<file path="src/rtl/urx_pkg.sv">
package urx_pkg;
  typedef enum logic [1:0] {
    URX_HUNT  = 2'd0,
    URX_START = 2'd1,
    URX_BITS  = 2'd2
  } urx_state_e;
endpackage

</file>
<file path="src/rtl/urx_sync.sv">
module urx_sync #(
  parameter int STAGES = 2
) (
  input  logic clk,
  input  logic rst_n,
  input  logic d,
  output logic q
);
  logic [STAGES-1:0] chain;

  always_ff @(posedge clk or negedge rst_n) begin
    if (!rst_n) chain <= '1;
    else        chain <= {chain[STAGES-2:0], d};
  end

  assign q = chain[STAGES-1];
endmodule

</file>
<file path="src/rtl/urx_vote3.sv">
module urx_vote3 (
  input  logic a,
  input  logic b,
  input  logic c,
  output logic m
);
  assign m = (a & b) | (a & c) | (b & c);
endmodule

</file>
<file path="src/rtl/urx_framer.sv">
module urx_framer
  import urx_pkg::*;
#(
  parameter int OVS      = 16,
  parameter int DATA_W   = 8,
  parameter int IDLE_MIN = 3
) (
  input  logic            clk,
  input  logic            rst_n,
  input  logic            tick,
  input  logic            s,
  input  logic            cfg_nine,
  input  logic            cfg_par_en,
  input  logic            cfg_par_odd,
  output logic            done,
  output logic [DATA_W:0] frame,
  output logic            fe,
  output logic            pe
);
  localparam int PH_W   = $clog2(OVS);
  localparam int SLOT_W = $clog2(DATA_W + 3);
  localparam int HC_W   = $clog2(IDLE_MIN + 1);
  localparam logic [PH_W-1:0] PH_S1   = PH_W'(OVS / 8);
  localparam logic [PH_W-1:0] PH_S2   = PH_W'(OVS / 4);
  localparam logic [PH_W-1:0] PH_S3   = PH_W'(3 * OVS / 8);
  localparam logic [PH_W-1:0] PH_D1   = PH_W'(OVS / 2 - 1);
  localparam logic [PH_W-1:0] PH_D2   = PH_W'(OVS / 2);
  localparam logic [PH_W-1:0] PH_D3   = PH_W'(OVS / 2 + 1);
  localparam logic [PH_W-1:0] PH_LAST = PH_W'(OVS - 1);
  localparam logic [HC_W-1:0] HC_ARM  = HC_W'(IDLE_MIN);

  urx_state_e        st;
  logic [PH_W-1:0]   ph;
  logic [SLOT_W-1:0] slot;
  logic [HC_W-1:0]   hc;
  logic              va, vb, par_rx;
  logic [DATA_W:0]   shreg;
  logic              maj;
  logic [SLOT_W-1:0] n_data, stop_slot;
  logic              is_par, is_stop, cap_a, cap_b, decide, par_calc;

  urx_vote3 u_vote (.a(va), .b(vb), .c(s), .m(maj));

  always_comb begin
    n_data    = cfg_nine ? SLOT_W'(DATA_W + 1) : SLOT_W'(DATA_W);
    stop_slot = n_data + SLOT_W'(cfg_par_en);
    is_par    = cfg_par_en && (slot == n_data);
    is_stop   = (slot == stop_slot);
    cap_a     = (st == URX_START) ? (ph == PH_S1) : (ph == PH_D1);
    cap_b     = (st == URX_START) ? (ph == PH_S2) : (ph == PH_D2);
    decide    = tick && (((st == URX_START) && (ph == PH_S3)) ||
                         ((st == URX_BITS) && (ph == PH_D3)));
    done      = decide && (st == URX_BITS) && is_stop;
    par_calc  = (^shreg[DATA_W-1:0]) ^ (cfg_nine & shreg[DATA_W]) ^ cfg_par_odd;
    fe        = !maj;
    pe        = cfg_par_en && (par_rx != par_calc);
    frame     = {cfg_nine & shreg[DATA_W], shreg[DATA_W-1:0]};
  end

  always_ff @(posedge clk or negedge rst_n) begin
    if (!rst_n) begin
      st     <= URX_HUNT;
      ph     <= '0;
      slot   <= '0;
      hc     <= '0;
      va     <= 1'b1;
      vb     <= 1'b1;
      par_rx <= 1'b0;
      shreg  <= '0;
    end else if (tick) begin
      unique case (st)
        URX_HUNT: begin
          if (s) begin
            if (hc != HC_ARM) hc <= hc + 1'b1;
          end else if (hc == HC_ARM) begin
            st <= URX_START;
            ph <= PH_W'(1);
            hc <= '0;
          end else begin
            hc <= '0;
          end
        end
        URX_START, URX_BITS: begin
          if (cap_a) va <= s;
          if (cap_b) vb <= s;
          if (ph == PH_LAST) ph <= '0;
          else               ph <= ph + 1'b1;
          if (st == URX_START) begin
            if (decide && maj) begin
              st <= URX_HUNT;
              hc <= '0;
            end else if (ph == PH_LAST) begin
              st   <= URX_BITS;
              slot <= '0;
            end
          end else begin
            if (decide) begin
              if (slot < n_data)  shreg[slot] <= maj;
              else if (is_par)    par_rx <= maj;
              else begin
                st <= URX_HUNT;
                hc <= '0;
              end
            end
            if (ph == PH_LAST) slot <= slot + 1'b1;
          end
        end
        default: st <= URX_HUNT;
      endcase
    end
  end
endmodule

</file>
<file path="src/rtl/urx_hold.sv">
module urx_hold #(
  parameter int DATA_W = 8
) (
  input  logic              clk,
  input  logic              rst_n,
  input  logic              done,
  input  logic [DATA_W:0]   frame,
  input  logic              fe,
  input  logic              pe,
  input  logic              ready,
  output logic              valid,
  output logic [DATA_W-1:0] data,
  output logic              bit8,
  output logic              frame_err,
  output logic              par_err,
  output logic              overrun
);
  logic accept, drop, xfer;

  assign xfer   = valid && ready;
  assign accept = done && (!valid || ready);
  assign drop   = done && valid && !ready;

  always_ff @(posedge clk or negedge rst_n) begin
    if (!rst_n) begin
      valid     <= 1'b0;
      data      <= '0;
      bit8      <= 1'b0;
      frame_err <= 1'b0;
      par_err   <= 1'b0;
      overrun   <= 1'b0;
    end else begin
      if (accept) begin
        valid     <= 1'b1;
        data      <= frame[DATA_W-1:0];
        bit8      <= frame[DATA_W];
        frame_err <= fe;
        par_err   <= pe;
      end else if (xfer) begin
        valid     <= 1'b0;
        frame_err <= 1'b0;
        par_err   <= 1'b0;
      end
      if (drop)      overrun <= 1'b1;
      else if (xfer) overrun <= 1'b0;
    end
  end
endmodule

</file>
<file path="src/rtl/ovs_uart_rx.sv">
module ovs_uart_rx #(
  parameter int OVS         = 16,
  parameter int DATA_W      = 8,
  parameter int IDLE_MIN    = 3,
  parameter int SYNC_STAGES = 2
) (
  input  logic              clk,
  input  logic              rst_n,
  input  logic              tick_16x,
  input  logic              rx_line,
  input  logic              cfg_nine,
  input  logic              cfg_par_en,
  input  logic              cfg_par_odd,
  input  logic              rd_ready,
  output logic              rd_valid,
  output logic [DATA_W-1:0] rd_data,
  output logic              rd_bit8,
  output logic              rd_frame_err,
  output logic              rd_par_err,
  output logic              rd_overrun
);
  logic            rx_s, f_done, f_fe, f_pe;
  logic [DATA_W:0] f_frame;

  urx_sync #(.STAGES(SYNC_STAGES)) u_sync (
    .clk(clk), .rst_n(rst_n), .d(rx_line), .q(rx_s)
  );

  urx_framer #(.OVS(OVS), .DATA_W(DATA_W), .IDLE_MIN(IDLE_MIN)) u_framer (
    .clk(clk), .rst_n(rst_n), .tick(tick_16x), .s(rx_s),
    .cfg_nine(cfg_nine), .cfg_par_en(cfg_par_en), .cfg_par_odd(cfg_par_odd),
    .done(f_done), .frame(f_frame), .fe(f_fe), .pe(f_pe)
  );

  urx_hold #(.DATA_W(DATA_W)) u_hold (
    .clk(clk), .rst_n(rst_n), .done(f_done), .frame(f_frame),
    .fe(f_fe), .pe(f_pe), .ready(rd_ready), .valid(rd_valid),
    .data(rd_data), .bit8(rd_bit8), .frame_err(rd_frame_err),
    .par_err(rd_par_err), .overrun(rd_overrun)
  );
endmodule

</file>
<file path="config.mk">
export PLATFORM = sky130hd
export DESIGN_NAME = ovs_uart_rx
export DESIGN_NICKNAME = d
export VERILOG_FILES = /design/src/rtl/urx_pkg.sv /design/src/rtl/urx_sync.sv /design/src/rtl/urx_vote3.sv /design/src/rtl/urx_framer.sv /design/src/rtl/urx_hold.sv /design/src/rtl/ovs_uart_rx.sv
export SDC_FILE = /design/constraint.sdc
export NUM_CORES = 1
export LEC_CHECK = 0
export BUFFER_PORTS_ARGS = -buffer_cell sky130_fd_sc_hd__buf_4
export CAP_MARGIN = 20
export CORE_MARGIN = 2
export CORE_UTILIZATION = 50
export DETAILED_ROUTE_END_ITERATION = 12
export HOLD_SLACK_MARGIN = 0.1
export PLACE_DENSITY = 0.69
export RECOVER_POWER = 25
export SYNTH_ARGS = -nofsm -noshare
export SYNTH_HDL_FRONTEND = slang
export SYNTH_SLANG_ARGS = --single-unit
</file>
<file path="constraint.sdc">
create_clock -name clk -period 2.9 [get_ports clk]
set_input_delay 0.435 -clock clk [delete_from_list [all_inputs] [get_ports clk]]
set_output_delay 0.435 -clock clk [all_outputs]
set_load 0.005 [all_outputs]
</file>
==> results of run 1 <==
[power groups by stage]
stage	sequential [mW]	combinational, mW	clock [mW]
after detailed placement	0.778	0.671	0
after floorplan	0.720	0.551	0
after global routing	0.788	0.766	0.482
after global placement	0.774	0.659	0
final	0.770	0.674	0.456
after CTS	0.769	0.680	0.465
[per-layer routing]
layer | routed length [microns] | vias to the layer above | global-route usage | share of wire
met2 | 1950 | 39 | 0.271 | 0.46
met5 | 0 | - | 0 | 0
met3 | 202 | 7 | 0.0413 | 0.047
li1 | - | 787 | - | -
met1 | 2060 | 749 | 0.272 | 0.48
met4 | 53 | 0 | 0.0671 | 0.012
[registers in the layout, indices dropped and copies added, names as in the netlist, 2 cells and up]
register	cells
u_framer.st	2
u_hold.data	8
u_sync.chain	2
u_framer.ph	4
u_framer.shreg	9
u_framer.hc	2
u_framer.slot	4
[kinds of logic after synthesis]
logic type	count (synthesis)
AND/OR/NAND/NOR	54
AO/OA/AOI/OAI	44
flip-flops	39
multiplexers	24
buffers and inverters	18
adder cells (fa/ha/maj)	15
XOR/XNOR	11
[worst paths after layout]
path,cells after the start,start,end,slack (ns)
worst max-delay path,7,u_framer.st[1]$_DFFE_PN0P_,u_framer.shreg[6]$_DFFE_PN0P_,0.51
worst min-delay path,1,rx_line,u_sync.chain[0]$_DFF_PN1_,0.25
worst max register to register,7,u_framer.st[1]$_DFFE_PN0P_,u_framer.shreg[6]$_DFFE_PN0P_,0.51
worst min register to register,0,u_sync.chain[0]$_DFF_PN1_,u_sync.chain[1]$_DFF_PN1_,0.36
max in group asynchronous,1,rst_n,u_framer.ph[1]$_DFFE_PN0P_,1.04
min in group asynchronous,1,rst_n,u_hold.data[3]$_DFFE_PN0P_,0.70
[cell usage in the layout (no fill, tap or decap), drive strengths merged, types with 4 or more instances in the layout]
cell and count:
a21oi 8, buf 18, clkbuf 7, dfrtp 35
dfstp 4, ha 15, inv 12, mux2 22
nand2 15, nand2b 4, nand3 14, nor3 6
o21ai 14, xnor2 10
[synth_stat cells, drive strengths merged]
cell type	n	area, sq um
ha	15	188
nor4b	1	8.76
or3	1	11.3
dfrtp	35	876
dfstp	4	105
xnor3	1	22.5
o21ai	14	70.1
mux2i	2	20.0
o41ai	2	17.5
and4b	2	23.8
a41oi	1	8.76
nor2	2	7.51
nand3	14	70.1
a21oi	8	40.0
a22o	3	26.3
nand4b	2	17.5
o211a	1	10.0
xnor2	10	87.6
nand2b	4	25.0
inv	12	45.0
buf	1	11.3
a221oi	1	8.76
o22ai	1	6.26
o2111ai	2	35.0
a22oi	1	7.51
a32oi	1	8.76
mux2	22	270
nand2	15	56.3
clkbuf	5	18.8
nor3b	3	22.5
a21o	3	22.5
and3	1	6.26
nor3	6	35.0
or2	1	6.26
a31oi	1	6.26
o211ai	2	15.0
o21a	2	15.0
nor2b	2	12.5
a211oi	1	7.51
[stage by stage]
| step | setup WS [ns] | area, sq um | hold WS [ns] | util |
|---|---|---|---|---|
| floorplan | 0.881 | 2250 | 0.139 | - |
| global route | 0.312 | 2550 | 0.238 | 0.585 |
| global placement | 0.586 | 2440 | 0.348 | 0.560 |
| detailed placement | 0.532 | 2440 | 0.349 | 0.560 |
| finish | 0.507 | 2550 | 0.246 | 0.585 |
| CTS | 0.512 | 2550 | 0.120 | 0.586 |
[cell type report]
type	instances	area [sq um]
tap	52	65.1
multi-input combinational	148	1200
sequential	39	981
timing repair buffer	20	146
clock buffer	5	68.8
fill	366	1810
inverter	12	45.0
clock inverter	3	43.8
==> results, run 1 <==
- The run finished, with violations left.
- The final reports fail on max-capacitance violations, max-slew violations.
- The number of cells in the design after placement is 271.
- The startpoint type of the worst setup path is a register.
- Along the worst path, the maximum fanout reaches 12.
- The portion of total power attributed to the clock network is 0.240.
- The post-CTS resize count is 0.
- The max-cap check violation count is 1.
- The kind of end point of the critical path is a register.
- Compared with the post-synthesis result, the final layout area differs by 13.1%.
- In this run, distinct cell masters in the synthesized netlist total 44.
- The number of rows in the core area is 24.
- Headroom to the max-slew limit came out at -0.344.
- Total power for the finished layout comes to 1.90 mW.
- Cell internal power was estimated by the tool at 1.18 mW.
- Of the total power, combinational logic draws 0.355.
- For this run the aggregate overflow at the end of global routing stands at 0.
- The global-route wire length before repair is 7330 microns.
- The initial DRC count is 65.
- The critical path is of the reg -> reg type.
- The simple-gate portion of the synthesized area is 0.134.
- Of the total synthesized cell area, the portion taken by XOR and XNOR cells is 0.0489.
- The die area is 5060 sq um.
- Timing would allow up to 0.418 GHz.
- For this configuration, the core starts out at a cell density of 0.517.
- The synthesized area per cell is 11.0 sq um.
- Data arrives at the worst endpoint at 2.58 ns.
- During I/O placement, the number of pins put on the boundary was 21.
- Input and output buffers added on the ports amount to 20.
- The wire length after detailed routing is 4260 microns.
- The shortest clock period the worst path allows after layout is 2.39 ns.
- The total clock sinks is 39.
- The post-synthesis cell count is 205.
- The number of buffers inserted by post-CTS setup repair is 0.
- Counting flops and latches in the post-synthesis netlist gives 39.
- The maximum clock skew at final layout is 0.00684 ns.
- After synthesis the cells add up to 2250 sq um.
- The number of buffers and inverters on the critical path is 1.
- The largest family of logic cells by synthesized area is compound AO/OA/AOI/OAI gates.
- The analysis attributes to cell leakage a power of 1.21 nW.
- The complex-gate fraction of the synthesized area is 0.136.
- In this run the power spent charging and discharging nets is 716 uW.
- The final standard cell count with taps included and fillers excluded is 279.
- The global-route usage over all layers is 0.186.
- Among cell families on the critical path, the largest total delay comes from simple AND/OR/NAND/NOR gates.
- The number of detailed-route iterations in the first pass is 4.
- The worst-case IR drop observed on VDD is 0.564 mV.
- The layout net count is 249.
- The share of the clock period used by the worst path is 0.825.
- The critical path goes through inv_1 > ha_1 > and4b_1 > o21ai_1 > nor3_2 > nand3_1 > mux2_2.
- The final number of setup-violating endpoints is 0.
- The synthesized-area fraction occupied by adder cells is 0.0833.
- The cell at the root of the clock tree is sky130_fd_sc_hd__clkbuf_8.
- At the pin with the least slew margin, the transition time is 2.02 ns.
- The sum of net half-perimeters after detailed placement is 3120 microns.
- The share of total power dissipated in sequential elements is 0.405.
- Setup repair after global routing left no endpoint under its margin.
- The number of remaining DRC errors is 0.
- The via count of the first global-routing pass came to 1534.
- The number of hold-slack violations in the final timing report is 0.
- The clock tree from TritonCTS is done.
- Once detail routing completed, the nets flagged for antenna violations numbered 0.
- The later pin in the worst-skew pair is clocked with a latency of 0.30 ns.
- Dividing the detail-routed via count by the number of cells gives 5.67.
- On the worst path, the slowest cell contributes a delay of 0.46 ns.
- The number of clock buffers inserted by TritonCTS is 5.
- The number of vias in the routed layout is 1582.
- The sequential-to-total area share from yosys stat is 0.436.
- The placer congestion estimate is 0.798.
- The count of H-tree levels built during CTS is 2.
- The power per standard cell area is 746 nW/um^2.
- The Yosys step of the flow raised 0 warnings.
- The total area inside the core boundary comes to 4350 sq um.
- The vertical die dimension is 71.1 microns.
- The count of antenna diodes in the layout is 0.
- After clock tree synthesis, the clock-pin slew on the worst setup and hold paths is 0.08 ns.
- In the final routed layout, each cell accounts on average for 15.3 microns.
- The max-slew violation count came to 40.
- The worst hold-check path type is in -> reg.
- Buffers inserted to repair hold after CTS numbered 0.
- Entering global routing, the biggest net connects 40 pins.
- The die outline width is 71.1 microns.
- Adding up every negative setup slack in the final design gives 0 ns.
- In this run the deepest clock path goes through 2 buffers.
- The slowest stage of the critical path is the sky130_fd_sc_hd__nor3_2 cell.
- The fraction of final layout cells sized beyond drive strength 1 is 0.256.
- STA puts the critical path data required time at 3.09 ns.
- The fraction of synthesized area in multiplexers is 0.129.
- The fraction of power spent switching nets is 0.377.
- The initial antenna violation count is 0.
- The number of nets handed over by synthesis was 228.
Note: power is estimated with default switching activity, not from simulation.
==> run 2: changes to the inputs <==
--- a/config.mk
+++ b/config.mk
@@ -11,7 +11,7 @@
 export CORE_UTILIZATION = 50
 export DETAILED_ROUTE_END_ITERATION = 12
 export HOLD_SLACK_MARGIN = 0.1
-export PLACE_DENSITY = 0.69
+export PLACE_DENSITY = 0.72
 export RECOVER_POWER = 25
 export SYNTH_ARGS = -nofsm -noshare
 export SYNTH_HDL_FRONTEND = slang
==> constraint.sdc (replaced) <==
create_clock -name clk -period 2.05 [get_ports clk]
set_input_delay 0.3075 -clock clk [delete_from_list [all_inputs] [get_ports clk]]
set_output_delay 0.3075 -clock clk [all_outputs]
set_load 0.005 [all_outputs]
==> results, run 2 (synthesized netlist as in run 1, its figures left out) <==
- The run finished, with violations left.
- The checks that failed: negative setup slack.
- The max-slew headroom at the worst pin is 0.353 (+0.696).
- The upper clock frequency limit came to 0.487 GHz (+17%).
- In this run the worst hold path is classified as in -> reg.
- The die outline width is 71.1 microns (unchanged).
- STA classifies the critical path startpoint as a register.
- The data arrival time of the critical path was 2.23 ns (-0.35 ns).
- The shortest clock period the worst path allows after layout was 2.05 ns (-0.341 ns).
- The part of the total power dissipated in sequential elements is 0.352 (-0.053).
- The worst setup path is captured at a register.
- TritonCTS built the clock tree.
- The count of H-tree levels built during CTS was 2 (unchanged).
- The wire length after detailed routing is 4580 microns (+7.5%).
- The portion of total power attributed to the clock network is 0.223 (-0.017).
- The initial DRC count is 101 (+55%).
- The vertical die dimension is 71.1 microns (unchanged).
- The total congestion overflow came to 0 (unchanged).
- The maximum number of pins on one net before global-route repair is 40 (unchanged).
- The final-layout fill cell count came to 349 (-4.6%).
- The type of the worst setup path is reg -> reg.
- In the layout the commonest cells are 35 x sky130_fd_sc_hd__dfrtp_1, 30 x sky130_fd_sc_hd__buf_4, 16 x sky130_fd_sc_hd__mux2_2.
- The slowest stage of the critical path is the sky130_fd_sc_hd__nor4b_1 cell.
- The number of I/O pins is 21 (unchanged).
- The number of nets with antenna violations after routing is 0 (unchanged).
- Setup repair after global routing could not meet its margin everywhere.
- The number of buffer cells added on primary ports is 20 (unchanged).
- The number of rows in the core area is 24 (unchanged).
- The post-placement worst setup slack came to -0.105 ns (-0.638 ns).
- The launch point of the critical path is u_framer.st[0]$_DFFE_PN0P_.
- The mean routed wirelength per cell is 15.7 microns (+2.7%).
- The static leakage power is 1.28 nW (+5.5%).
- The net switching power is 1.06 mW (+48%).
- The placer congestion estimate is 0.901 (+13%).
- The global-route wire length before repair is 7760 microns (+5.7%).
- The maximum clock skew at final layout is 0.00490 ns (-0.00194 ns).
- The setup TNS is -0.00200 ns (-0.00200 ns).
- The share of the clock period used by the worst path is 1.00 (+0.176).
- The actual slew at the worst max-slew pin came to 0.971 ns (-1.04 ns).
- The standard cell core area was 4350 sq um (unchanged).
- The number of cells on the worst hold path is 1 (unchanged).
- The capturing element of the worst setup path is u_framer.par_rx$_DFFE_PN0P_.
- The clock latency of the later-clocked register in the worst-skew pair was 0.29 ns (about the same).
- The count of antenna diodes in the layout came to 0 (unchanged).
- The post-route total power is 2.87 mW (+51%).
- Compared with the post-synthesis result, the final layout area differs by 18.2%.
- The maximum net fanout on the critical path is 4 (-8).
- The largest registers in the layout are u_framer.shreg (9), u_hold.data (8).
- The leading cell type in the layout, fill and taps excluded is sky130_fd_sc_hd__dfrtp_1.
- The required time of the critical path is 2.23 ns (-0.86 ns).
- The initial antenna violation count is 0 (unchanged).
- The maximum clock path buffer count was 2 (unchanged).
- The fraction of final layout cells sized beyond drive strength 1 is 0.308 (+0.0528).
- CTS placed an instance of sky130_fd_sc_hd__clkbuf_8 at the clock tree root.
- The placed cell area is 2510 sq um (+3.1%).
- The sum of net half-perimeters after detailed placement is 3260 microns (+4.5%).
- The number of vias in the routed layout is 1665 (+5.2%).
- The register-to-register setup slack came to -0.002 ns (-0.51 ns).
- The die area is 5060 sq um (unchanged).
- The startpoint identified for the worst register-to-register timing path is u_framer.st[0]$_DFFE_PN0P_.
- The maximum single-stage delay on the critical path is 0.43 ns (-0.03 ns).
- The fraction of power spent switching nets is 0.370 (-0.00710).
- The final number of setup-violating endpoints was 1 (+1).
- The tightest hold margin came to 0.120 ns (-0.126 ns).
- The number of vias per cell is 5.70 (+0.56%).
- The part of the total power dissipated in combinational logic is 0.425 (+0.070).
- The global-route usage over all layers is 0.197 (+0.0108).
- The max-slew violation count is 0 (-100%).
- The number of clock buffers inserted by TritonCTS is 5 (unchanged).
- The final instance area is 2660 sq um (+4.5%).
- The layout net count is 262 (+5.2%).
- The smallest setup slack after layout is -0.00200 ns (-0.509 ns).
- The power per standard cell area is 1080 nW/um^2 (+44%).
- The number of detailed-route iterations in the first pass was 4 (unchanged).
- The register clock-pin slew on the reported worst setup and hold paths came to 0.08 ns (about the same).
- The cell depth of the worst flop-to-flop path is 6 (-1).
- The cell internal power dissipation is 1.81 mW (+53%).
- The max-cap check violation count is 0 (-1).
- The number of remaining DRC errors came to 0 (unchanged).
- The via count of the first global-routing pass was 1638 (+6.8%).
- The signal on the critical path passes through inv_1 > ha_1 > and4b_4 > o2111ai_4 > nor4b_1 > mux2_2.
- The number of hold-slack violations in the final timing report is 0 (unchanged).
- The register with the most flip-flops in the final layout is u_framer.shreg.
- The worst voltage drop across the vdd grid is 0.573 mV (+1.5%).
- The endpoint identified for the worst register-to-register timing path is u_framer.par_rx$_DFFE_PN0P_.
- The flip-flop count of the largest register after layout is 9 (unchanged).
- The total clock sinks is 39 (unchanged).
- The initial standard-cell utilization of the core is 0.517 (unchanged).
==> run 2: layer usage <==
layer | GRT usage | wire length (microns) | up-vias
li1 | - | - | 809
met1 | 0.280 | 2190 | 807
met4 | 0.0776 | 74 | 0
met3 | 0.0456 | 200 | 8
met2 | 0.292 | 2120 | 41
met5 | 0 | 0 | -
==> run 2: layout make-up <==
cell class	count	area, sq um	area share
well taps	52	65.1	0.0244
flip-flops and latches	39	981	0.369
clock buffers	5	68.8	0.0259
clock inverters	3	43.8	0.0165
repair buffers	33	248	0.0931
multi-input cells	148	1210	0.455
inverters	12	45.0	0.0169
==> run 2: critical path: cells and delay by family (launching register included) <==
family | cells | cell delay, ns
compound gates | 1 | 0.16
mux | 1 | 0.38
flops | 1 | 0.41
buf+inv | 1 | 0.09
simple gates | 2 | 0.71
fa+ha+maj | 1 | 0.19
==> run 2: how the worst min path moves through the flow <==
stage                  from                         end  slack, ns
floorplan             rst_n  u_framer.hc[0]$_DFFE_PN0P_       0.01
global placement      rst_n  u_hold.data[0]$_DFFE_PN0P_       0.31
detailed placement    rst_n  u_hold.data[0]$_DFFE_PN0P_       0.31
CTS                 rx_line   u_sync.chain[0]$_DFF_PN1_       0.11
global route        rx_line   u_sync.chain[0]$_DFF_PN1_       0.11
finish              rx_line   u_sync.chain[0]$_DFF_PN1_       0.12
==> run 2: power by group through the flow <==
stage                     clock (mW)  combinational, mW  sequential, mW
after floorplan                    0              0.779            1.02
after global routing           0.695               1.35            1.03
after detailed placement           0               1.16            1.02
after CTS                      0.655               1.19            1.01
after global placement             0               1.15            1.02
final                          0.640               1.22            1.01
==> run 2: what timing repair did <==
item,CTS,global route
hold buffers,1,0
resized for setup,3,2
pin swaps,0,2
endpoints found under the setup margin,8,15
setup buffers,0,2
endpoints found under the hold margin,35,0
==> run 2: metrics by stage <==
step	std cells	utilization
3_5_place_dp	281	0.577
3_3_place_gp	281	0.577
4_1_cts	290	0.608
5_1_grt	292	0.611
6_report	292	0.611
2_1_floorplan	205	-
==> run 3: changes to the inputs <==
--- a/config.mk
+++ b/config.mk
@@ -9,10 +9,12 @@
 export CAP_MARGIN = 20
 export CORE_MARGIN = 2
 export CORE_UTILIZATION = 50
+export CTS_CLUSTER_DIAMETER = 80
 export DETAILED_ROUTE_END_ITERATION = 12
 export HOLD_SLACK_MARGIN = 0.1
 export PLACE_DENSITY = 0.72
 export RECOVER_POWER = 25
+export SKIP_LAST_GASP = 1
 export SYNTH_ARGS = -nofsm -noshare
 export SYNTH_HDL_FRONTEND = slang
 export SYNTH_SLANG_ARGS = --single-unit
==> results, run 3 (synthesized netlist as in run 1, its figures left out) <==
- The flow ran to the end, and the final reports show no timing, DRC or antenna violations.
- The register-to-register setup slack is 0.04 ns (+0.04 ns).
- The number of I/O pins came to 21 (unchanged).
- The number of buffer cells added on primary ports is 20 (unchanged).
- The static leakage power is 1.29 nW (+0.94%).
- The number of cells on the worst hold path is 1 (unchanged).
- In this run the most critical hold path is launched from rx_line.
- The upper clock frequency limit is 0.497 GHz (+2.0%).
- The number of detailed-route iterations in the first pass came to 4 (unchanged).
- The number of cells in the design after placement is 281 (unchanged).
- The number of hold-slack violations in the final timing report is 0 (unchanged).
- The share of the clock period used by the worst path is 0.981 (-0.0198).
- The register clock-pin slew on the reported worst setup and hold paths came to 0.08 ns (about the same).
- Compared with the post-synthesis result, the final layout area differs by 20.2%.
- The global-route wire length before repair was 7760 microns (unchanged).
- In this run the worst hold path is classified as in -> reg.
- The number of vias in the routed layout is 1666 (+0.060%).
- The final standard cell count with taps included and fillers excluded is 295 (+1.0%).
- The number of clock buffers inserted by TritonCTS is 5 (unchanged).
- The number of nets with antenna violations after routing is 0 (unchanged).
- The smallest setup slack after layout is 0.0385 ns (+0.0405 ns).
- The global-route usage over all layers is 0.197 (unchanged).
- The total clock sinks is 39 (unchanged).
- The launch point of the critical path is u_framer.st[1]$_DFFE_PN0P_.
- The part of the total power dissipated in combinational logic is 0.435 (+0.010).
- The placer congestion estimate is 0.901 (unchanged).
- The register name with the most flops is u_framer.shreg.
- The portion of total power attributed to the clock network came to 0.219 (-0.004).
- In the layout the commonest cells are 35 x sky130_fd_sc_hd__dfrtp_1, 32 x sky130_fd_sc_hd__buf_4, 16 x sky130_fd_sc_hd__mux2_2.
- The post-route total power was 2.92 mW (+2.0%).
- The number of vias per cell is 5.65 (-0.96%).
- The number of rows in the core area is 24 (unchanged).
- The leading cell type in the layout, fill and taps excluded is sky130_fd_sc_hd__dfrtp_1.
- The flip-flop count of the largest register after layout is 9 (unchanged).
- The post-placement worst setup slack is -0.105 ns (unchanged).
- The worst voltage drop across the vdd grid is 0.577 mV (+0.71%).
- The max-slew headroom at the worst pin is 0.347 (-0.00590).
- The number of remaining DRC errors is 0 (unchanged).
- The maximum number of pins on one net before global-route repair is 40 (unchanged).
- STA classifies the critical path endpoint as a register.
- The total congestion overflow was 0 (unchanged).
- The count of H-tree levels built during CTS is 2 (unchanged).
- The via count of the first global-routing pass is 1635 (-0.18%).
- The die area is 5060 sq um (unchanged).
- The final instance area came to 2710 sq um (+1.7%).
- Setup repair after global routing could not meet its margin everywhere.
- The worst register-to-register path begins at u_framer.st[1]$_DFFE_PN0P_.
- The count of cell instances traversed by the critical path came to 6 (unchanged).
- The destination of the worst register-to-register timing path is u_hold.data[3]$_DFFE_PN0P_.
- The max-slew violation count is 0 (unchanged).
- The initial antenna violation count is 0 (unchanged).
- The maximum net fanout on the critical path was 6 (+2).
- The max-cap check violation count is 0 (unchanged).
- The count of antenna diodes in the layout is 0 (unchanged).
- The maximum clock path buffer count is 2 (unchanged).
- The final-layout fill cell count was 345 (-1.1%).
- The cell internal power dissipation is 1.84 mW (+1.9%).
- The required time of the critical path was 2.23 ns (about the same).
- Traced cell by cell, the critical path runs through inv_2 > ha_4 > and4b_2 > o2111ai_4 > or3_4 > mux2_4.
- The standard cell core area is 4350 sq um (unchanged).
- The actual slew at the worst max-slew pin is 0.980 ns (+0.00885 ns).
- The net switching power is 1.08 mW (+2.1%).
- The vertical die dimension is 71.1 microns (unchanged).
- The initial DRC count is 90 (-11%).
- The type of the worst setup path is reg -> reg.
- The tightest hold margin is 0.121 ns (+0.000928 ns).
- The worst path buffer plus inverter count is 1 (unchanged).
- The maximum single-stage delay on the critical path is 0.48 ns (+0.05 ns).
- The clock latency of the later-clocked register in the worst-skew pair is 0.29 ns (about the same).
- The power per standard cell area is 1080 nW/um^2 (+0.26%).
- The data arrival time of the critical path is 2.19 ns (-0.04 ns).
- The layout net count is 265 (+1.1%).
- The shortest clock period the worst path allows after layout is 2.01 ns (-0.0405 ns).
- The endpoint of the worst hold-timing path is u_sync.chain[0]$_DFF_PN1_.
- The wire length after detailed routing came to 4650 microns (+1.7%).
- The placed cell area is 2510 sq um (unchanged).
- The worst setup path is launched from a register.
- The part of the total power dissipated in sequential elements is 0.346 (-0.006).
- The maximum clock skew at final layout came to 0.00447 ns (-0.000431 ns).
- The fraction of power spent switching nets is 0.370 (+0.000582).
- The initial standard-cell utilization of the core is 0.517 (unchanged).
- The cell depth of the worst flop-to-flop path is 6 (unchanged).
- The mean routed wirelength per cell is 15.8 microns (+0.63%).
- In the final layout, the registers with the most flip-flops are u_framer.shreg (9), u_hold.data (8).
- The cell family with the largest share of critical-path delay is simple AND/OR/NAND/NOR gates.
- The sum of net half-perimeters after detailed placement was 3260 microns (unchanged).
- TritonCTS built the clock tree.
- The final number of setup-violating endpoints is 0 (-1).
- The fraction of final layout cells sized beyond drive strength 1 is 0.337 (+0.0291).
- The cell at the root of the clock tree is sky130_fd_sc_hd__clkbuf_8.
- The die outline width is 71.1 microns (unchanged).
- On the critical path, the stage with the largest delay is an instance of sky130_fd_sc_hd__or3_4.
-- run 3: changes by cell type in the layout (fill, tap and decap cells not counted) --
cell / previous run / this run
sky130_fd_sc_hd__inv_2: 0 / 3
sky130_fd_sc_hd__ha_1: 15 / 14
sky130_fd_sc_hd__or3_4: 1 / 2
sky130_fd_sc_hd__nor4b_1: 1 / 0
sky130_fd_sc_hd__buf_4: 30 / 32
sky130_fd_sc_hd__nor4b_2: 0 / 1
sky130_fd_sc_hd__inv_1: 12 / 9
sky130_fd_sc_hd__ha_4: 0 / 1
-- run 3: area by class of cell --
class | count | area (sq um) | share of cell area
multi-input cells | 149 | 1240 | 0.458
flip-flops and latches | 39 | 981 | 0.362
inverters | 12 | 45.0 | 0.0166
clock inverters | 3 | 43.8 | 0.0162
repair buffers | 35 | 263 | 0.0971
well taps | 52 | 65.1 | 0.0240
clock buffers | 5 | 68.8 | 0.0254
-- run 3: through the flow --
step            util  setup TNS, ns
6_report       0.622              0
5_1_grt        0.622         -0.149
4_1_cts        0.607        -0.0964
3_5_place_dp   0.577         -0.601
3_3_place_gp   0.577              0
2_1_floorplan      -              0
-- run 3: metal layers --
layer,global-route usage,share of wire,up-vias
li1,-,-,820
met1,0.280,0.47,802
met4,0.0776,0.016,0
met2,0.292,0.47,36
met3,0.0456,0.045,8
met5,0,0,-
-- run 3: power by group through the flow --
stage	Clock, mW	Sequential, mW	Combinational, mW
finish	0.640	1.01	1.27
detailed placement	0	1.02	1.16
global placement	0	1.02	1.15
floorplan	0	1.02	0.779
CTS	0.655	1.01	1.19
global route	0.695	1.03	1.41
-- run 3: worst max-delay path by stage --
stage                     slack, ns                            end
after floorplan                0.03     u_hold.data[0]$_DFFE_PN0P_
after global placement        0.004  u_framer.shreg[7]$_DFFE_PN0P_
after detailed placement      -0.11  u_framer.shreg[5]$_DFFE_PN0P_
after CTS                     -0.02     u_hold.data[3]$_DFFE_PN0P_
after global routing          -0.03     u_hold.data[6]$_DFFE_PN0P_
final                          0.04     u_hold.data[3]$_DFFE_PN0P_
-- run 3: repair_timing --
action                     in CTS  in global routing
setup buffers                   0                  4
hold buffers                    1                  0
resized for setup               2                 10
hold endpoints to repair       35                  0
pin swaps                       0                  5
cloned                          0                  1
setup endpoints to repair       8                 23
